**src/rtl/fsk_wave_pkg.sv**
```systemverilog
package fsk_wave_pkg;

   // position of the sequencer inside one frame
   typedef enum logic [2:0] {
      PH_LEAD  = 3'd0,   // lone cycle ahead of the start marker
      PH_SOF   = 3'd1,   // start marker groups
      PH_NIB   = 3'd2,   // lone cycle ahead of a nibble
      PH_BIT_A = 3'd3,   // first group of a data bit
      PH_BIT_B = 3'd4    // second group of a data bit
   } fsk_phase_e;

   // sub-carrier selection
   typedef enum logic {
      BURST_F8  = 1'b0,
      BURST_F10 = 1'b1
   } fsk_burst_e;

   function automatic int unsigned max2(input int unsigned a, input int unsigned b);
      return (a > b) ? a : b;
   endfunction

endpackage

```
**src/rtl/fsk_burst_gen.sv**
```systemverilog
module fsk_burst_gen
   import fsk_wave_pkg::*;
#(
   parameter int unsigned F8_PER   = 8,
   parameter int unsigned F8_HIGH  = 2,
   parameter int unsigned F8_REPS  = 6,
   parameter int unsigned F10_PER  = 10,
   parameter int unsigned F10_HIGH = 3,
   parameter int unsigned F10_REPS = 5
) (
   input  logic       clk,
   input  logic       rst_n,
   input  logic       clr_i,
   input  logic       adv_i,
   input  fsk_burst_e kind_i,
   input  logic       lone_i,
   output logic       level_o,
   output logic       seg_last_o
);

   localparam int unsigned PER_MAX = max2(F8_PER, F10_PER);
   localparam int unsigned REP_MAX = max2(F8_REPS, F10_REPS);
   localparam int unsigned SW      = $clog2(PER_MAX + 1);
   localparam int unsigned CW      = $clog2(REP_MAX + 1);

   localparam logic [SW-1:0] F8_LAST   = SW'(F8_PER - 1);
   localparam logic [SW-1:0] F10_LAST  = SW'(F10_PER - 1);
   localparam logic [SW-1:0] F8_HLEN   = SW'(F8_HIGH);
   localparam logic [SW-1:0] F10_HLEN  = SW'(F10_HIGH);
   localparam logic [CW-1:0] F8_RLAST  = CW'(F8_REPS - 1);
   localparam logic [CW-1:0] F10_RLAST = CW'(F10_REPS - 1);

   generate
      if (F8_HIGH == 0 || F8_HIGH >= F8_PER) begin : g_bad_f8
         $error("fsk_burst_gen: F8_HIGH must lie in 1..F8_PER-1");
      end
      if (F10_HIGH == 0 || F10_HIGH >= F10_PER) begin : g_bad_f10
         $error("fsk_burst_gen: F10_HIGH must lie in 1..F10_PER-1");
      end
      if (F8_REPS == 0 || F10_REPS == 0) begin : g_bad_reps
         $error("fsk_burst_gen: group repeat counts must be non-zero");
      end
   endgenerate

   logic [SW-1:0] samp_q;
   logic [CW-1:0] cyc_q;
   logic [SW-1:0] per_last;
   logic [SW-1:0] high_len;
   logic [CW-1:0] rep_last;
   logic          cyc_end;

   always_comb begin
      if (kind_i == BURST_F10) begin
         per_last = F10_LAST;
         high_len = F10_HLEN;
         rep_last = F10_RLAST;
      end else begin
         per_last = F8_LAST;
         high_len = F8_HLEN;
         rep_last = F8_RLAST;
      end
      if (lone_i) begin
         rep_last = '0;
      end
   end

   assign level_o    = (samp_q < high_len);
   assign cyc_end    = (samp_q == per_last);
   assign seg_last_o = cyc_end && (cyc_q == rep_last);

   always_ff @(posedge clk or negedge rst_n) begin
      if (!rst_n) begin
         samp_q <= '0;
         cyc_q  <= '0;
      end else if (clr_i) begin
         samp_q <= '0;
         cyc_q  <= '0;
      end else if (adv_i) begin
         if (cyc_end) begin
            samp_q <= '0;
            if (seg_last_o) begin
               cyc_q <= '0;
            end else begin
               cyc_q <= cyc_q + 1'b1;
            end
         end else begin
            samp_q <= samp_q + 1'b1;
         end
      end
   end

endmodule

```
**src/rtl/fsk_frame_seq.sv**
```systemverilog
module fsk_frame_seq
   import fsk_wave_pkg::*;
#(
   parameter int unsigned          ID_W     = 44,
   parameter int unsigned          NIB_W    = 4,
   parameter int unsigned          SOF_LEN  = 8,
   parameter logic [SOF_LEN-1:0]   SOF_MASK = 8'b1011_1000
) (
   input  logic            clk,
   input  logic            rst_n,
   input  logic            clr_i,
   input  logic            step_i,
   input  logic [ID_W-1:0] id_i,
   output fsk_burst_e      kind_o,
   output logic            lone_o
);

   localparam int unsigned BW = $clog2(ID_W);
   localparam int unsigned XW = (SOF_LEN > 1) ? $clog2(SOF_LEN) : 1;

   localparam logic [BW-1:0] TOP_BIT  = BW'(ID_W - 1);
   localparam logic [BW-1:0] NIB_MASK = BW'(NIB_W - 1);
   localparam logic [XW-1:0] SOF_LAST = XW'(SOF_LEN - 1);

   generate
      if ((NIB_W & (NIB_W - 1)) != 0) begin : g_bad_nib
         $error("fsk_frame_seq: NIB_W must be a power of two");
      end
      if ((ID_W % NIB_W) != 0) begin : g_bad_idw
         $error("fsk_frame_seq: ID_W must be a multiple of NIB_W");
      end
   endgenerate

   fsk_phase_e    phase_q;
   logic [XW-1:0] sof_q;
   logic [BW-1:0] bit_q;
   logic          cur_bit;
   logic [BW-1:0] next_bit;
   logic          nib_edge;

   assign cur_bit  = id_i[bit_q];
   assign next_bit = bit_q - 1'b1;
   assign nib_edge = ((next_bit & NIB_MASK) == NIB_MASK);

   always_comb begin
      kind_o = BURST_F8;
      lone_o = 1'b0;
      case (phase_q)
         PH_LEAD, PH_NIB: begin
            kind_o = BURST_F8;
            lone_o = 1'b1;
         end
         PH_SOF:   kind_o = SOF_MASK[sof_q] ? BURST_F10 : BURST_F8;
         PH_BIT_A: kind_o = cur_bit ? BURST_F10 : BURST_F8;
         PH_BIT_B: kind_o = cur_bit ? BURST_F8  : BURST_F10;
         default:  kind_o = BURST_F8;
      endcase
   end

   always_ff @(posedge clk or negedge rst_n) begin
      if (!rst_n) begin
         phase_q <= PH_LEAD;
         sof_q   <= '0;
         bit_q   <= TOP_BIT;
      end else if (clr_i) begin
         phase_q <= PH_LEAD;
         sof_q   <= '0;
         bit_q   <= TOP_BIT;
      end else if (step_i) begin
         case (phase_q)
            PH_LEAD: begin
               phase_q <= PH_SOF;
               sof_q   <= '0;
            end
            PH_SOF: begin
               if (sof_q == SOF_LAST) begin
                  phase_q <= PH_NIB;
                  bit_q   <= TOP_BIT;
               end else begin
                  sof_q <= sof_q + 1'b1;
               end
            end
            PH_NIB:   phase_q <= PH_BIT_A;
            PH_BIT_A: phase_q <= PH_BIT_B;
            PH_BIT_B: begin
               if (bit_q == '0) begin
                  phase_q <= PH_LEAD;
               end else begin
                  bit_q   <= next_bit;
                  phase_q <= nib_edge ? PH_NIB : PH_BIT_A;
               end
            end
            default: phase_q <= PH_LEAD;
         endcase
      end
   end

endmodule

```
**src/rtl/fsk_tag_wavegen.sv**
```systemverilog
module fsk_tag_wavegen
   import fsk_wave_pkg::*;
#(
   parameter int unsigned        HI_IN_W  = 16,
   parameter int unsigned        HI_W     = 12,
   parameter int unsigned        LO_W     = 32,
   parameter int unsigned        NIB_W    = 4,
   parameter int unsigned        SOF_LEN  = 8,
   parameter logic [SOF_LEN-1:0] SOF_MASK = 8'b1011_1000,
   parameter int unsigned        F8_PER   = 8,
   parameter int unsigned        F8_HIGH  = 2,
   parameter int unsigned        F8_REPS  = 6,
   parameter int unsigned        F10_PER  = 10,
   parameter int unsigned        F10_HIGH = 3,
   parameter int unsigned        F10_REPS = 5
) (
   input  logic               clk,
   input  logic               rst_n,
   input  logic               start_i,
   input  logic               stop_i,
   input  logic               carr_stb_i,
   input  logic [HI_IN_W-1:0] id_hi_i,
   input  logic [LO_W-1:0]    id_lo_i,
   output logic               mod_o,
   output logic               busy_o,
   output logic               id_err_o
);

   localparam int unsigned ID_W = HI_W + LO_W;

   generate
      if (HI_IN_W < HI_W) begin : g_bad_hi
         $error("fsk_tag_wavegen: HI_IN_W must be at least HI_W");
      end
   endgenerate

   logic            id_ok;
   logic            busy_q;
   logic            err_q;
   logic            mod_q;
   logic [ID_W-1:0] id_q;
   logic            req;
   logic            go;
   logic            refuse;
   logic            adv;
   logic            clr;
   logic            level;
   logic            seg_last;
   fsk_burst_e      kind;
   logic            lone;

   // range check only exists when the input is wider than the legal field
   generate
      if (HI_IN_W > HI_W) begin : g_range_chk
         assign id_ok = ~|id_hi_i[HI_IN_W-1:HI_W];
      end else begin : g_no_range_chk
         assign id_ok = 1'b1;
      end
   endgenerate

   assign req    = start_i & ~busy_q & ~stop_i;
   assign go     = req & id_ok;
   assign refuse = req & ~id_ok;
   assign adv    = busy_q & carr_stb_i & ~stop_i;
   assign clr    = go | stop_i;

   always_ff @(posedge clk or negedge rst_n) begin
      if (!rst_n) begin
         id_q <= '0;
      end else if (go) begin
         id_q <= {id_hi_i[HI_W-1:0], id_lo_i};
      end
   end

   always_ff @(posedge clk or negedge rst_n) begin
      if (!rst_n) begin
         busy_q <= 1'b0;
         err_q  <= 1'b0;
         mod_q  <= 1'b0;
      end else begin
         if (stop_i) begin
            busy_q <= 1'b0;
         end else if (go) begin
            busy_q <= 1'b1;
         end

         if (refuse) begin
            err_q <= 1'b1;
         end else if (go) begin
            err_q <= 1'b0;
         end

         if (stop_i) begin
            mod_q <= 1'b0;
         end else if (adv) begin
            mod_q <= level;
         end
      end
   end

   fsk_frame_seq #(
      .ID_W     (ID_W),
      .NIB_W    (NIB_W),
      .SOF_LEN  (SOF_LEN),
      .SOF_MASK (SOF_MASK)
   ) u_seq (
      .clk    (clk),
      .rst_n  (rst_n),
      .clr_i  (clr),
      .step_i (adv & seg_last),
      .id_i   (id_q),
      .kind_o (kind),
      .lone_o (lone)
   );

   fsk_burst_gen #(
      .F8_PER   (F8_PER),
      .F8_HIGH  (F8_HIGH),
      .F8_REPS  (F8_REPS),
      .F10_PER  (F10_PER),
      .F10_HIGH (F10_HIGH),
      .F10_REPS (F10_REPS)
   ) u_burst (
      .clk        (clk),
      .rst_n      (rst_n),
      .clr_i      (clr),
      .adv_i      (adv),
      .kind_i     (kind),
      .lone_i     (lone),
      .level_o    (level),
      .seg_last_o (seg_last)
   );

   assign mod_o    = mod_q;
   assign busy_o   = busy_q;
   assign id_err_o = err_q;

endmodule

```
**config.mk**
```make
export PLATFORM = sky130hd
export DESIGN_NAME = fsk_tag_wavegen
export DESIGN_NICKNAME = d
export VERILOG_FILES = /design/src/rtl/fsk_wave_pkg.sv /design/src/rtl/fsk_burst_gen.sv /design/src/rtl/fsk_frame_seq.sv /design/src/rtl/fsk_tag_wavegen.sv
export SDC_FILE = /design/constraint.sdc
export NUM_CORES = 1
export LEC_CHECK = 0
export BUFFER_PORTS_ARGS = -buffer_cell sky130_fd_sc_hd__buf_4
export CORE_ASPECT_RATIO = 0.6
export CORE_MARGIN = 1
export CORE_UTILIZATION = 60
export DETAILED_ROUTE_END_ITERATION = 16
export GPL_ROUTABILITY_DRIVEN = 0
export PLACE_DENSITY = 0.84
export SYNTH_ARGS = -nofsm -noshare
export SYNTH_HDL_FRONTEND = slang
export SYNTH_HIERARCHICAL = 1
export SYNTH_SLANG_ARGS = --single-unit
```
**constraint.sdc**
```tcl
create_clock -name clk -period 6 [get_ports clk]
set_clock_uncertainty 0.05 [all_clocks]
set_input_delay 1.2 -clock clk [delete_from_list [all_inputs] [get_ports clk]]
set_output_delay 1.2 -clock clk [all_outputs]
set_load 0.02 [all_outputs]
```
Word level (Yosys, flattened, before mapping)
Memory sizes are Yosys's and may differ from the RTL's.
Cells that the tools add are included.
{"block": "word_totals", "register_bits": 66, "latchBits": 0, "ramBits": 0, "rom_bits": 8, "mem_count": 1}
{"block": "op_classes", "add_sub_neg": 4, "multipliers": 0, "div": 0, "order_cmp": 3, "eq_ne": 11, "n_shift": 0, "muxes": 40, "n_bitwise": 10, "n_reduce_logical": 18}
{"memory": "(no name shown)", "depth": 8, "word_bits": 1, "read_ports": 1, "rd_clocked_by_memory_dff": 0, "wr": 0, "line_no": "fsk_frame_seq.sv:53", "source": "PH_SOF: kind_o = SOF_MASK[sof_q] ? BURST_F10 : BURST_F8;"}
{"op": "$mux W3", "n": 12}
{"op": "$mux W6", "n": 4}
{"op": "$mux W4", "n": 4}
{"op": "$mux W1", "n": 15}
{"op": "$pmux W3 S5", "n": 1}
{"op": "$pmux W6 S2", "n": 1}
{"op": "$reduce_bool A2 Y1", "n": 6}
{"op": "$and A1 B1 Y1", "n": 7}
{"op": "$lt A6 B7 Y1 const B", "n": 1}
{"op": "$add A3 B1 Y3 const B", "n": 2}
{"op": "$bmux W1 S6", "n": 1}
{"op": "$eq A3 B2 Y1 const B", "n": 2}
{"op": "$eq A3 B3 Y1 const B", "n": 2}
{"op": "$logic_not A6 Y1", "n": 1}
{"op": "$ne A3 B3 Y1 const B", "n": 2}
{"op": "$pmux W3 S2", "n": 1}
{"op": "$reduce_bool A3 Y1", "n": 2}
{"op": "$sub A6 B1 Y6 const B", "n": 1}
{"op": "$add A4 B1 Y4 const B", "n": 1}
{"op": "$eq A4 B4 Y1", "n": 1}
{"op": "$lt A3 B4 Y1 const B", "n": 1}
{"op": "$lt A4 B2 Y1", "n": 1}
{"op": "$reduce_and A2 Y1", "n": 2}
{"op": "$reduce_and A4 Y1", "n": 1}
{"op": "13 further kinds", "n": 14}

Longest topological paths before layout
Gate-level depths: netlist of run 1.
{"block": "logic_depth", "word_depth": 12, "ltp_mapped": 16, "depth_no_buf": 15}

Modules after synthesis
The synthesis of run 1 kept the hierarchy.
{"module": "fsk_tag_wavegen", "instances": 1, "cells_per_inst": 109, "area_per_inst_um2": 1895.6, "seq_area_each_um2": 1176.1}
{"module": "fsk_frame_seq", "instances": 1, "cells_per_inst": 112, "area_per_inst_um2": 1137.3, "seq_area_each_um2": 305.3}
{"module": "fsk_burst_gen", "instances": 1, "cells_per_inst": 52, "area_per_inst_um2": 511.7, "seq_area_each_um2": 175.2}

Worst setup path after synthesis of run 1
No wires, ideal clock.
{"block": "synth_path", "path_type": "flip-flop to flip-flop", "from": "register u_seq.bit_q[0]", "to": "register u_seq.bit_q[0]", "setup_time_ns": 0.082, "arrival_ns": 3.771, "slack_ns": 2.097, "stages_incl_launch_ff": 17, "n_path_buf": 2, "period_less_slack_ns": 3.903, "cell_sequence": "dfstp_2 > buf_6 > buf_8 > mux4_2 > a211oi_2 > o22ai_1 > and3_1 > o21ai_1 > nand4bb_4 > a21bo_2 > nor3_1 > and2_1 > nand2b_1 > a21oi_1 > or2_1 > nand2_1 > mux2_2"}
{"block": "synth_between", "elab_chain_len": 11}
{"item": "start, declared", "line_no": "fsk_frame_seq.sv:36", "source": "logic [BW-1:0] bit_q;"}
{"item": "start signal, assigned", "line_no": "fsk_frame_seq.sv:89", "source": "bit_q <= next_bit;"}
{"item": "$bmux W1 S6 (*)", "line_no": "fsk_frame_seq.sv:41", "source": "assign cur_bit = id_i[bit_q];"}
{"item": "$mux W1 (not written as such) (*)", "line_no": "fsk_frame_seq.sv:41"}
{"item": "$mux W1, on equally long branches", "line_no": "fsk_frame_seq.sv:55, fsk_frame_seq.sv:54"}
{"item": "$pmux W1 S3 (*)", "line_no": "fsk_frame_seq.sv:48", "source": "case (phase_q)"}
{"item": "net kind", "line_no": "fsk_tag_wavegen.sv:49", "source": "fsk_burst_e kind;"}
{"item": "$mux W1", "line_no": "fsk_burst_gen.sv:53", "source": "if (kind_i == BURST_F10) begin"}
{"item": "$mux W3", "line_no": "fsk_burst_gen.sv:62", "source": "if (lone_i) begin"}
{"item": "$eq A3 B3 Y1", "line_no": "fsk_burst_gen.sv:69", "source": "assign seg_last_o = cyc_end && (cyc_q == rep_last);"}
{"item": "$logic_and A1 B1 Y1 (*)", "line_no": "fsk_burst_gen.sv:69"}
{"item": "net seg_last", "line_no": "fsk_tag_wavegen.sv:48", "source": "logic seg_last;"}
{"item": "$and A1 B1 Y1 (*)", "line_no": "fsk_tag_wavegen.sv:110", "source": ".step_i (adv & seg_last),"}
{"item": "$reduce_bool A2 Y1 (no source line) (*)"}
{"item": "$reduce_and A4 Y1 (no source line) (*)"}
Mark *: on every way through the listed nets, which the timed path passes. The rest lies on a longest branch. The select of a mux whose other input is x is not followed.
A chain may end at the register's enable or synchronous reset.

Worst setup path in the final report of run 1
Ends and elaborated chain as after synthesis.

==> impl_metrics.tcl, run 1 <==
set metrics [dict create \
    rows 21 \
    grt_use_total_pct 25.4 \
    post-cts-setup-buffers 0 \
    drt-pass1-iter-count 4 \
    crit_path_max_fanout 17 \
    clock_path_buffers 2 \
    synth_seq_area_share_pct 46.7 \
    cp-start-kind "register" \
    finalCritPeriodShare_pct 77.0 \
    synthXorXnorAreaFrac_pct 0.494 \
    postSynth.asyncResetShare_pct 100 \
    grt_start_max_net_pins 67 \
    synthMuxAreaShare_pct 25.5 \
    cts.htree.levels 3 \
    die_h_um 61.5 \
    vdd_drop_max_mv 0.155 \
    hold_viol_final 0 \
    first_iter_violations 92 \
    ys_ff_latch 66 \
    grt_pass1_vias 2298 \
    finalWorstSetupSlack_ns 1.38 \
    antenna_cells 0 \
    finalSetupTns_ns 0 \
    synth_area_sq_um 3540 \
    max-cap-violations 0 \
    layout-drive-gt1-share_pct 40.4 \
    max_freq_mhz 217 \
    synthCells 273 \
    hold_path.class "register to register" \
    dieArea_sq_um 6230 \
    wl_um 7100 \
    syn_nets 331 \
    cts_root_buf "clkbuf_8" \
    relSlewSlack_pct 32.5 \
    worstSetupEndpointType "register" \
    initial_core_util_pct 63.0 \
    synth_area_per_cell_sq_um 13.0 \
    ant_nets 0 \
    post-route-util_pct 74.2 \
    cts_hold_buf 0 \
    synth-edff-count 0 \
    place_hpwl_um 4980 \
    finalCriticalPeriod_ns 4.62 \
    io_pins 56 \
    setup_viol 0 \
    leakagePower_nw 1.96 \
    grt.overflow.total 0 \
    crit_type "register to register" \
    wl_per_cell_um 17.2 \
    final_max_slew_viol_count 0 \
    cts.sinks 66 \
    ys_warn_count 6 \
    vias_per_cell 5.79 \
    core_sq_um 5620 \
    portBuffers 55 \
    area_delta_synth_final_pct 17.6 \
    p_per_area_nw_per_um2 258 \
    cts_tree "done" \
    synthAdderAreaFrac_pct 1.76 \
    synth_top_family_by_area "multiplexers" \
    slowest_delay_ns 0.79 \
    cts_buffers 9 \
    final_nets 385 \
    post_cts_resized 0 \
    num_vias 2384 \
    tightestPinTransition_ns 0.999 \
    required_ns 6.23 \
    synth_cell_type_count 55 \
    clkTransAtPathRegs_ns 0.07 \
    grt_pass1_wl_um 11500 \
    cp.arrival_ns 4.85 \
    rsz0062_at_grt "no" \
    status "finished clean" \
    synth-simple-area-share_pct 11.8 \
    ys.flop_type "dfrtp_1" \
    route.detailed.drc 0 \
    critical_path.slowest_cell "dfstp_2" \
    synth-compound-area-share_pct 10.2 \
    dp_worst_setup_slack_ns 1.44 \
    clk_latency_ns 0.35 \
    die_x_um 101 \
    antenna_found_initial 0 \
    path_cells "mux4_1 > and2_1 > a21oi_1 > a32oi_1 > and3_1 > o21ai_1 > nand4bb_4 > a21bo_2 > nor3_1 > and2_1 > nand2b_1 > a21oi_1 > or2_1 > nand2_1 > mux2_2" \
]
critical path, delay by kind of cell (launching register included):
| kind | cells | cell delay (ns) |
|---|---|---|
| and+or+nand+nor | 8 | 1.46 |
| DFF | 1 | 0.79 |
| AOI/OAI and AO/OA | 5 | 1.30 |
| muxes | 2 | 0.94 |
layout by cell type, fill, tap and decap left out, types with 2 or more instances in the layout:
master      Yosys  layout
nor2b_1         4       4
inv_1           7       7
mux2_4         27      27
mux4_1          7       7
a22o_1          2       2
o21ai_0         9       9
or3_1           2       2
buf_4           0      56
nand3_1         2       2
nor3_1          5       5
nand4bb_4       2       2
a211oi_1        2       2
nand3b_1        3       3
mux4_2          3       3
dfstp_2         4       4
nand2b_1       10      10
nor3b_1         2       2
mux2i_1         2       2
o22ai_1         2       2
dfrtp_1        62      62
nor4_1          2       2
and2_1          5       5
o21a_1          3       3
a31oi_1         2       2
and3_1          2       2
ha_1            5       5
nand2_1        13      12
a21oi_1        17      17
nor2_1         13      13
clkinvlp_4      0       3
mux2_2         20      20
clkbuf_8        0      10
cell usage after synthesis (3+ instances only):
cell type,number,area share (%)
dfrtp_1,62,44
mux2_4,27,11
mux2_2,20,6.4
a21oi_1,17,2.4
nand2_1,13,1.4
nor2_1,13,1.4
nand2b_1,10,1.8
o21ai_0,9,1.3
inv_1,7,0.74
mux4_1,7,5.2
and2_1,5,0.88
buf_6,5,1.6
ha_1,5,1.8
nor3_1,5,0.71
clkbuf_1,4,0.42
dfstp_2,4,3.0
nor2b_1,4,0.71
mux4_2,3,1.9
nand3b_1,3,0.64
o21a_1,3,0.64
flip-flops by register name, indices dropped and copies added (netlist names):
| name | flops |
|---|---|
| mod_o | 1 |
| id_err_o | 1 |
| u_seq/phase_q | 3 |
| u_seq/bit_q | 6 |
| busy_o | 1 |
| u_seq/sof_q | 3 |
| u_burst/cyc_q | 3 |
| u_burst/samp_q | 4 |
| id_q | 44 |
power breakdown:
part           total (mW)  internal, mW  switching, mW
Combinational       0.157         0.111         0.0457
Clock               0.382         0.203          0.179
Sequential          0.538         0.503         0.0349
area by class of cell:
class                           instances  area, sq um
Tap cell                               80          100
Inverter                                7         26.3
Clock inverter                          6         66.3
Multi-Input combinational cell        187         1760
Timing Repair Buffer                   56          420
Sequential cell                        66         1660
Fill cell                             386         1450
Clock buffer                           10          138
cell families after synthesis:
family          Yosys count
flops                    66
xor+xnor                  2
mux                      59
simple gates             69
fa+ha+maj                 5
buf+inv                  20
compound gates           52
metrics by stage:
| stage | std cells | power [mW] | hold WS, ns | area, sq um |
|---|---|---|---|---|
| 6_report | 412 | 1.08 | 0.456 | 4170 |
| 2_1_floorplan | 273 | 0.638 | 0.420 | 3540 |
| 4_1_cts | 412 | 1.08 | 0.458 | 4170 |
| 3_5_place_dp | 396 | 0.703 | 0.442 | 3970 |
| 3_3_place_gp | 396 | 0.695 | 0.432 | 3970 |
| 5_1_grt | 412 | 1.13 | 0.472 | 4170 |
per-layer routing:
layer / part of all wire [%] / vias to the layer above / track usage [%]
met5: 0 / - / 0
met1: 51 / 1196 / 36.2
li1: - / 1113 / -
met4: 1.1 / 0 / 8.07
met3: 5.4 / 7 / 9.08
met2: 43 / 68 / 36.4
final timing paths:
kind                                start          endpoint  cells after the start  slack [ns]
hold reg to reg                  id_q[32]          id_q[32]                      1        0.46
setup reg to reg           u_seq/bit_q[0]    u_seq/bit_q[0]                     15        1.38
min in group asynchronous           rst_n    u_seq/sof_q[1]                      1        0.89
max in group asynchronous           rst_n  u_burst/cyc_q[1]                      1        4.47
hold / removal                   id_q[32]          id_q[32]                      1        0.46
setup / recovery           u_seq/bit_q[0]    u_seq/bit_q[0]                     15        1.38
Power figures use the tool's default switching activity.
==> inputs of run 2 (changes only) <==
--- a/config.mk
+++ b/config.mk
@@ -8,10 +8,10 @@
 export BUFFER_PORTS_ARGS = -buffer_cell sky130_fd_sc_hd__buf_4
 export CORE_ASPECT_RATIO = 0.6
 export CORE_MARGIN = 1
-export CORE_UTILIZATION = 60
+export CORE_UTILIZATION = 57
 export DETAILED_ROUTE_END_ITERATION = 16
 export GPL_ROUTABILITY_DRIVEN = 0
-export PLACE_DENSITY = 0.84
+export PLACE_DENSITY = 0.8
 export SYNTH_ARGS = -nofsm -noshare
 export SYNTH_HDL_FRONTEND = slang
 export SYNTH_HIERARCHICAL = 1
==> constraint.sdc (replaced) <==
create_clock -name clk -period 4.4 [get_ports clk]
set_clock_uncertainty 0.05 [all_clocks]
set_input_delay 0.88 -clock clk [delete_from_list [all_inputs] [get_ports clk]]
set_output_delay 0.88 -clock clk [all_outputs]
set_load 0.02 [all_outputs]
==> run 2 against run 1 <==
  * Maximum frequency up 11%
  * Non-clock buffer count grew 3
  * Global-route usage is 0.49 points lower
  * Register-to-register slack worse by 1.1 ns
  * Combinational power increased by 38%
  * Worst hold slack lost 0.0013 ns
  * Flip-flop and latch count is the same
  * Routed wire length up 4.7%
  * Clock-buffer cell count unchanged
  * Die area rose by 5.1%
  * Clock power increased by 51%
  * First-iteration DRC count grew 45%
==> impl_metrics.tcl, run 2 (same netlist as run 1, synthesis figures left out) <==
set metrics [dict create \
    core_sq_um 5780 \
    cts_hold_buf 0 \
    num_vias 2422 \
    antenna_found_initial 0 \
    power_switching_uw 355 \
    cts.sinks 66 \
    portBuffers 55 \
    stdcell_count 415 \
    p_int_mw 1.17 \
    cp.arrival_ns 4.36 \
    multi_input_area_sq_um 1780 \
    antenna_cells 0 \
    vdd_drop_max_mv 0.197 \
    finalCritPeriodShare_pct 94.6 \
    met3_length_um 410 \
    die_x_um 104 \
    grt_pass1_wl_um 12400 \
    cp-start-kind "register" \
    clkTransAtPathRegs_ns 0.07 \
    p_sw_share_pct 23.2 \
    cts.htree.levels 3 \
    comb_power_share_pct 14.1 \
    post-cts-setup-buffers 0 \
    leakagePower_nw 2.00 \
    clockPowerShare_pct 37.8 \
    grt_start_max_net_pins 67 \
    finalCriticalPeriod_ns 4.16 \
    max-cap-violations 0 \
    wl_um 7430 \
    crit_type "register to register" \
    largest_register_ffs 44 \
    layout-drive-gt1-share_pct 41.5 \
    top_layer "met4" \
    min_path_cells 1 \
    first_iter_violations 133 \
    seq_area_sq_um 1660 \
    ant_nets 0 \
    route.detailed.drc 0 \
    hold_path.class "register to register" \
    cts_tree "done" \
    reg_top3 "id_q x44, u_seq/bit_q x6, u_burst/samp_q x4" \
    clock_path_buffers 2 \
    hold_viol_final 0 \
    place_hpwl_um 5060 \
    most-common-layout-cells "dfrtp_1, buf_4, mux2_4, mux2_2, a21oi_1" \
    fillCellCount 412 \
    io_pins 56 \
    post-route-util_pct 73.4 \
    wl_per_cell_um 17.9 \
    final_common_cell "dfrtp_1" \
    p_per_area_nw_per_um2 361 \
    reg2reg_depth 15 \
    grt_pass1_vias 2463 \
    area_delta_synth_final_pct 19.6 \
    status "finished clean" \
    place_inst 399 \
    final_max_slew_viol_count 0 \
    whs_ns 0.455 \
    seqPwrFrac_pct 48.1 \
    cts_buffers 9 \
    rows 21 \
    initial_core_util_pct 61.3 \
    required_ns 4.59 \
    max_freq_mhz 240 \
    relSlewSlack_pct 30.5 \
    power_mw 1.53 \
    clk_latency_ns 0.35 \
    vias_per_cell 5.84 \
    cts_root_buf "clkbuf_8" \
    route.met2.wl_um 3280 \
    worstSetupEndpointType "register" \
    dieArea_sq_um 6550 \
    grt.overflow.total 0 \
    m1WireLength_um 3650 \
    tightestPinTransition_ns 1.03 \
    regMostFlops "id_q" \
    setup_viol 0 \
    die_h_um 63.1 \
    crit_path_max_fanout 17 \
    drt-pass1-iter-count 4 \
    final_nets 388 \
    grt_use_total_pct 24.9 \
]
[run 2: path summary, 6_finish.rpt]
path / startpoint / end / slack [ns]
max: u_seq/bit_q[0] / u_seq/bit_q[4] / 0.24
min: id_q[3] / id_q[3] / 0.45
max reg2reg: u_seq/bit_q[0] / u_seq/bit_q[4] / 0.24
min reg2reg: id_q[3] / id_q[3] / 0.45
max in group asynchronous: rst_n / id_q[0] / 3.19
min in group asynchronous: rst_n / u_seq/sof_q[2] / 0.56
[run 2: power groups by stage]
stage	Combinational (mW)	Sequential (mW)	Clock, mW
after floorplan	0.147	0.723	0
after global placement	0.206	0.743	0
after detailed placement	0.214	0.744	0
after CTS	0.217	0.734	0.591
after global routing	0.234	0.743	0.622
final	0.216	0.735	0.578
[run 2: per-stage QoR]
stage | instance area [sq um] | TNS, ns | setup WS (ns)
2_1_floorplan | 3540 | 0 | 0.497
3_3_place_gp | 3990 | 0 | 0.225
3_5_place_dp | 3990 | 0 | 0.0273
4_1_cts | 4220 | 0 | 0.149
5_1_grt | 4240 | -0.0248 | -0.0248
6_report | 4240 | 0 | 0.236
[run 2: critical path, stage by stage (launching register included)]
cell	delay (ns)
dfstp_4	0.76
mux4_2	0.54
and2_1	0.18
a211oi_2	0.23
o22ai_1	0.16
and3_1	0.20
o21ai_4	0.27
nand4bb_4	0.17
a21bo_2	0.26
nor3_1	0.16
and2_1	0.16
nand2b_1	0.10
a21oi_1	0.16
or2_1	0.21
nand2_1	0.13
o41ai_1	0.30
[run 2: layer usage]
layer / vias to the layer above / track usage, %
met2: 87 / 35.0
met5: - / 0
met1: 1197 / 36.1
li1: 1128 / -
met3: 10 / 7.87
met4: 0 / 8.93
[run 2: repair_timing]
item | CTS | global route
setup endpoints to repair | 2 | 2
hold endpoints to repair | 0 | 0
resized for setup | 1 | 4
pin swaps | 0 | 0
[run 2: cell type report]
type / count / share of cell area (%)
Clock buffer: 10 / 3.25
Clock inverter: 6 / 2.12
Inverter: 7 / 0.620
Multi-Input combinational cell: 187 / 42.0
Sequential cell: 66 / 39.2
Tap cell: 80 / 2.36
Timing Repair Buffer: 59 / 10.4
